--- src/rtl/rsel_pkg.sv ---
package rsel_pkg;

    localparam int STATE_W     = 8;
    localparam int TABLE_W     = 6;
    localparam int MASK_W      = 7;
    localparam int CHAR_W      = 8;
    localparam int CLASS_W     = 8;
    localparam int CLASS_IDX_W = $clog2(CLASS_W);

    // the single bit separating ASCII upper and lower case letters
    localparam logic [CHAR_W-1:0] FOLD_BIT = 8'h20;

    typedef enum logic [1:0] {
        KIND_ANY    = 2'b00,
        KIND_EXACT  = 2'b01,
        KIND_NOCASE = 2'b10,
        KIND_CLASS  = 2'b11
    } cond_kind_e;

    typedef struct packed {
        logic [STATE_W-1:0] nstate;
        logic [TABLE_W-1:0] ntable;
        logic [MASK_W-1:0]  nmask;
    } rule_res_t;

    typedef struct packed {
        logic               valid;
        logic               negate;
        cond_kind_e         kind;
        logic [STATE_W-1:0] cstate;
        logic [CHAR_W-1:0]  operand;
        rule_res_t          res;
    } rule_t;

    localparam int RES_W  = $bits(rule_res_t);
    localparam int RULE_W = $bits(rule_t);

    function automatic logic fold_equal(logic [CHAR_W-1:0] a, logic [CHAR_W-1:0] b);
        return ((a ^ b) & ~FOLD_BIT) == '0;
    endfunction

endpackage

--- src/rtl/rsel_cond_eval.sv ---
module rsel_cond_eval
    import rsel_pkg::*;
(
    input  rule_t               rule_i,
    input  logic [STATE_W-1:0]  state_i,
    input  logic [CHAR_W-1:0]   char_i,
    input  logic [CLASS_W-1:0]  class_i,
    output logic                hit_o
);
    logic base_hit;
    logic [CLASS_IDX_W-1:0] cls_idx;

    assign cls_idx = rule_i.operand[CLASS_IDX_W-1:0];

    always_comb begin
        unique case (rule_i.kind)
            KIND_ANY:    base_hit = 1'b1;
            KIND_EXACT:  base_hit = (char_i == rule_i.operand);
            KIND_NOCASE: base_hit = fold_equal(char_i, rule_i.operand);
            KIND_CLASS:  base_hit = class_i[cls_idx];
            default:     base_hit = 1'b0;
        endcase
    end

    assign hit_o = rule_i.valid
                 && (rule_i.cstate == state_i)
                 && (base_hit ^ rule_i.negate);

endmodule

--- src/rtl/rsel_prio_pick.sv ---
module rsel_prio_pick
    import rsel_pkg::*;
#(
    parameter int P = 4
) (
    input  logic      [P-1:0] hit_i,
    input  rule_res_t [P-1:0] res_i,
    input  rule_res_t         dflt_i,
    output rule_res_t         res_o,
    output logic      [P-1:0] onehot_o,
    output logic              used_dflt_o
);
    always_comb begin
        logic found;
        found    = 1'b0;
        res_o    = dflt_i;
        onehot_o = '0;
        for (int k = 0; k < P; k++) begin
            if (hit_i[k] && !found) begin
                found       = 1'b1;
                res_o       = res_i[k];
                onehot_o[k] = 1'b1;
            end
        end
        used_dflt_o = !found;
    end

endmodule

--- src/rtl/rsel_top.sv ---
module rsel_top
    import rsel_pkg::*;
#(
    parameter int P = 4
) (
    input  logic                 clk,
    input  logic                 rst,
    input  logic                 in_valid,
    input  logic [P*RULE_W-1:0]  line_i,
    input  logic [STATE_W-1:0]   state_i,
    input  logic [CHAR_W-1:0]    char_i,
    input  logic [CLASS_W-1:0]   class_i,
    input  logic [RES_W-1:0]     dflt_i,
    output logic                 out_valid,
    output logic [STATE_W-1:0]   out_nstate,
    output logic [TABLE_W-1:0]   out_ntable,
    output logic [MASK_W-1:0]    out_nmask,
    output logic [P-1:0]         out_slot,
    output logic                 out_used_default
);
    rule_t     [P-1:0] rules;
    rule_res_t [P-1:0] slot_res;
    logic      [P-1:0] hits;
    rule_res_t         dflt_res;
    rule_res_t         pick_res;
    logic      [P-1:0] pick_onehot;
    logic              pick_dflt;

    assign rules    = line_i;
    assign dflt_res = dflt_i;

    for (genvar k = 0; k < P; k++) begin : g_slot
        assign slot_res[k] = rules[k].res;
        rsel_cond_eval u_eval (
            .rule_i  (rules[k]),
            .state_i (state_i),
            .char_i  (char_i),
            .class_i (class_i),
            .hit_o   (hits[k])
        );
    end

    rsel_prio_pick #(.P(P)) u_pick (
        .hit_i       (hits),
        .res_i       (slot_res),
        .dflt_i      (dflt_res),
        .res_o       (pick_res),
        .onehot_o    (pick_onehot),
        .used_dflt_o (pick_dflt)
    );

    always_ff @(posedge clk) begin
        if (rst) begin
            out_valid        <= 1'b0;
            out_nstate       <= '0;
            out_ntable       <= '0;
            out_nmask        <= '0;
            out_slot         <= '0;
            out_used_default <= 1'b0;
        end else begin
            out_valid <= in_valid;
            if (in_valid) begin
                out_nstate       <= pick_res.nstate;
                out_ntable       <= pick_res.ntable;
                out_nmask        <= pick_res.nmask;
                out_slot         <= pick_onehot;
                out_used_default <= pick_dflt;
            end
        end
    end

endmodule

--- config.mk ---
export PLATFORM = sky130hd
export DESIGN_NAME = rsel_top
export DESIGN_NICKNAME = d
export VERILOG_FILES = /design/src/rtl/rsel_pkg.sv /design/src/rtl/rsel_cond_eval.sv /design/src/rtl/rsel_prio_pick.sv /design/src/rtl/rsel_top.sv
export SDC_FILE = /design/constraint.sdc
export NUM_CORES = 1
export LEC_CHECK = 0
export BUFFER_PORTS_ARGS = -buffer_cell sky130_fd_sc_hd__buf_4
export CORE_AREA = 2 2 94 96
export DETAILED_ROUTE_END_ITERATION = 8
export DIE_AREA = 0 0 96 98
export PLACE_DENSITY = 0.77
export SLEW_MARGIN = 5
export SYNTH_ARGS = -nofsm -noshare
export SYNTH_HDL_FRONTEND = slang
export SYNTH_SLANG_ARGS = --single-unit
--- constraint.sdc ---
create_clock -name clk -period 2.7 [get_ports clk]
set_input_delay 0.135 -clock clk [delete_from_list [all_inputs] [get_ports clk]]
set_output_delay 0.135 -clock clk [all_outputs]
set_load 0.02 [all_outputs]
==> metrics <==
P_sw 429 uW; Synth Instances 400; die area 0.00941 mm2; R2R Path Start out_slot[3]; Combinational Power Share 48.8%; flop2flop setup slack 1.93 ns; GP Congestion 0.910; CP startpoint char_i[4]; Die Y 98 um; Yosys warnings 0; endpoints failing setup 0; drt drc 0; Max Cap Violations 0; CP required 2.87 ns; Final Slew Violations 0; initial antenna violation count 0; Worst Hold Class primary input to register; gr ovfl total 0; commonest non-fill, non-tap cell in the layout buf_4; clock transition at the registers of the reported paths 0.11 ns; hold-critical path depth 2; clock network power share 18.6%; Post-synth EDFFs 0; final WL 13.0 mm; initial core utilization 38.2%; Detailed Place HPWL 11.1 mm; root buf cell clkbuf_8; Wirelength per Cell 17.4 um; Placed Cells 746; asr flop ratio synth 0%; CTS Buf Count 3; area delta synth->final 65.5%; CTS tree done; power density cells 247 mW/mm2; Final Util 63.2%; DRT iter0 DRCs 174; area of the core approximately 0.0085 mm2; crit path time final between 2 and 3 ns; GRT Overall Usage between 20% and 30%; CTS resizes 0; top_reg_cell synth dfxtp_1; critical path data arrival time approximately 2.7 ns; Critical Path Sink Type register; H-Tree Depth 1; CP Launch Type primary input; footprint of the multi-input gates about 0.0025 mm2; Slew headroom 62.5%; first-pass GRT wire length 20.2 mm; Cell variety after synth between 40 and 50; I/O Buffers 238; part of the power in registers 32.6%; # IOs 239; VDD IR max around 0.15 mV; syn avg cell area 8.09 um2; Initial DRT Pass Iterations 4; number of global-route vias before repair about 4.3k; RSZ-0062 raised after global routing false; static leakage 0.00242 uW; Via density between 5 and 6; Yosys reg bits 27; CP Class primary input to register; post-synth net total ~610; final cell count without fillers about 750; Fmax 397 MHz; commonest non-fill, non-tap cells in the layout 266 x buf_4, 35 x nand2_1, 35 x xnor2_1; sequential area share after synthesis 16.7%; final hold viol count 0; latest clock arrival within the worst-skew pair 0.28 ns; via count 4183; R2R Path End out_slot[3]; num rows 34; status completed; Sequential cell area 541 um2; Clock Skew 0 ns; switching power share of the total between 30% and 40%; Crit Path Max Fanout 10; ANT cells 0; P_int roughly 900 uW; largest net degree at the start of global routing 28; fraction of layout cells with a size suffix above 1 48.1%; Die Width 96 um; Netlist Area Pre-Place 0.00324 mm2; HP Start rst; Routed Antenna Nets 0; post-layout net count 856; fin crit share between 90% and 100%; worst slew pin tran 0.558 ns; fillers 745; clock buffer depth 2; clk sinks 27; hold worst-path end out_slot[3]; R2R cell count 3
timing repair:
action	4_1_cts	5_1_grt
hold buffers	0	0
setup buffers	0	1
endpoints found under the setup margin	0	6
kinds of logic after synthesis:
family	after synthesis	share of synthesized area [%]
AOI/OAI and AO/OA	112	30.7
xor gates and xnor gates	64	17.3
buffers and inverters	56	8.24
DFF	27	16.7
muxes	18	5.76
and+or+nand+nor	123	21.3
power by group through the flow:
stage          clock (uW)  sequential (uW)  combinational (uW)
6_report              246              431                 647
5_1_grt               270              433                 692
4_1_cts               250              431                 644
3_5_place_dp            0              440                 642
3_3_place_gp            0              440                 628
2_1_floorplan           0              464                 235
flip-flops by register name, indices dropped and copies added, names as in the netlist:
name	flops
out_slot	4
out_nmask	7
out_nstate	8
out_ntable	6
out_used_default	1
out_valid	1
worst max-delay path, stage by stage:
cell	delay, ns
buf_4	0.13
xor2_1	0.17
nor4_2	0.33
a311oi_1	0.15
buf_4	0.17
o311a_1	0.32
or4_4	0.56
buf_4	0.22
o211ai_2	0.14
a211oi_1	0.09
a221o_1	0.27
through the flow:
step | cell area [um2] | total power (uW) | setup slack [ns] | TNS [ns] | hold WS, ns
after floorplan | 3240 | 698 | 0.232 | 0 | 0.204
after global placement | 5300 | 1070 | -0.128 | -1.94 | 0.355
after detailed placement | 5300 | 1080 | -0.200 | -3.41 | 0.363
after CTS | 5350 | 1330 | 0.102 | 0 | 0.0538
after global routing | 5350 | 1400 | 0.0265 | 0 | 0.0467
final | 5350 | 1320 | 0.179 | 0 | 0.0541
synthesized netlist by cell type (all sizes together) (3+ instances only):
library cell  number  area, um2
nor4              33        225
or4                4       37.5
o211ai            42        415
nand2b             6       37.5
clkbuf            19       71.3
o21ai              3       15.0
o311a              3       30.0
nor2b              5       38.8
a311oi             3       26.3
a211oi            21        158
xor2              29        254
inv               25       93.8
o22ai              3       18.8
nand3              8       40.0
dfxtp             27        541
nand2             35        131
mux2i             16        160
a221o             21        210
a21oi              5       25.0
o31a               3       26.3
nor2               7       26.3
buf               12        101
xnor2             35        307
nand4              8       50.1
nor3              12       60.1
o21a               4       30.0
layout make-up:
type / count / share of cell area, %
clock buffers: 3 / 0.771
clock inverters: 1 / 0.140
repair buffers: 270 / 38.8
multi-input cells: 317 / 45.9
inverters: 25 / 1.75
well taps: 108 / 2.52
flip-flops and latches: 27 / 10.1
worst max path at each step:
stage	cells past startpoint	slack, ns	end
final	11	0.18	out_ntable[0]
after global routing	12	0.03	out_nmask[2]
after CTS	11	0.10	out_nmask[1]
after detailed placement	11	-0.20	out_nstate[3]
after global placement	11	-0.13	out_nstate[1]
after floorplan	10	0.23	out_nmask[1]
metal layers:
metal  track usage, %  part of all wire (%)  vias to the layer above
li1                 -                     -                     2012
met1             30.6                    38                     1954
met2             49.2                    53                      195
met3             3.94                   7.2                       22
met4             8.02                   2.0                        0
met5                0                     0                        -
Power figures use the tool's default switching activity.
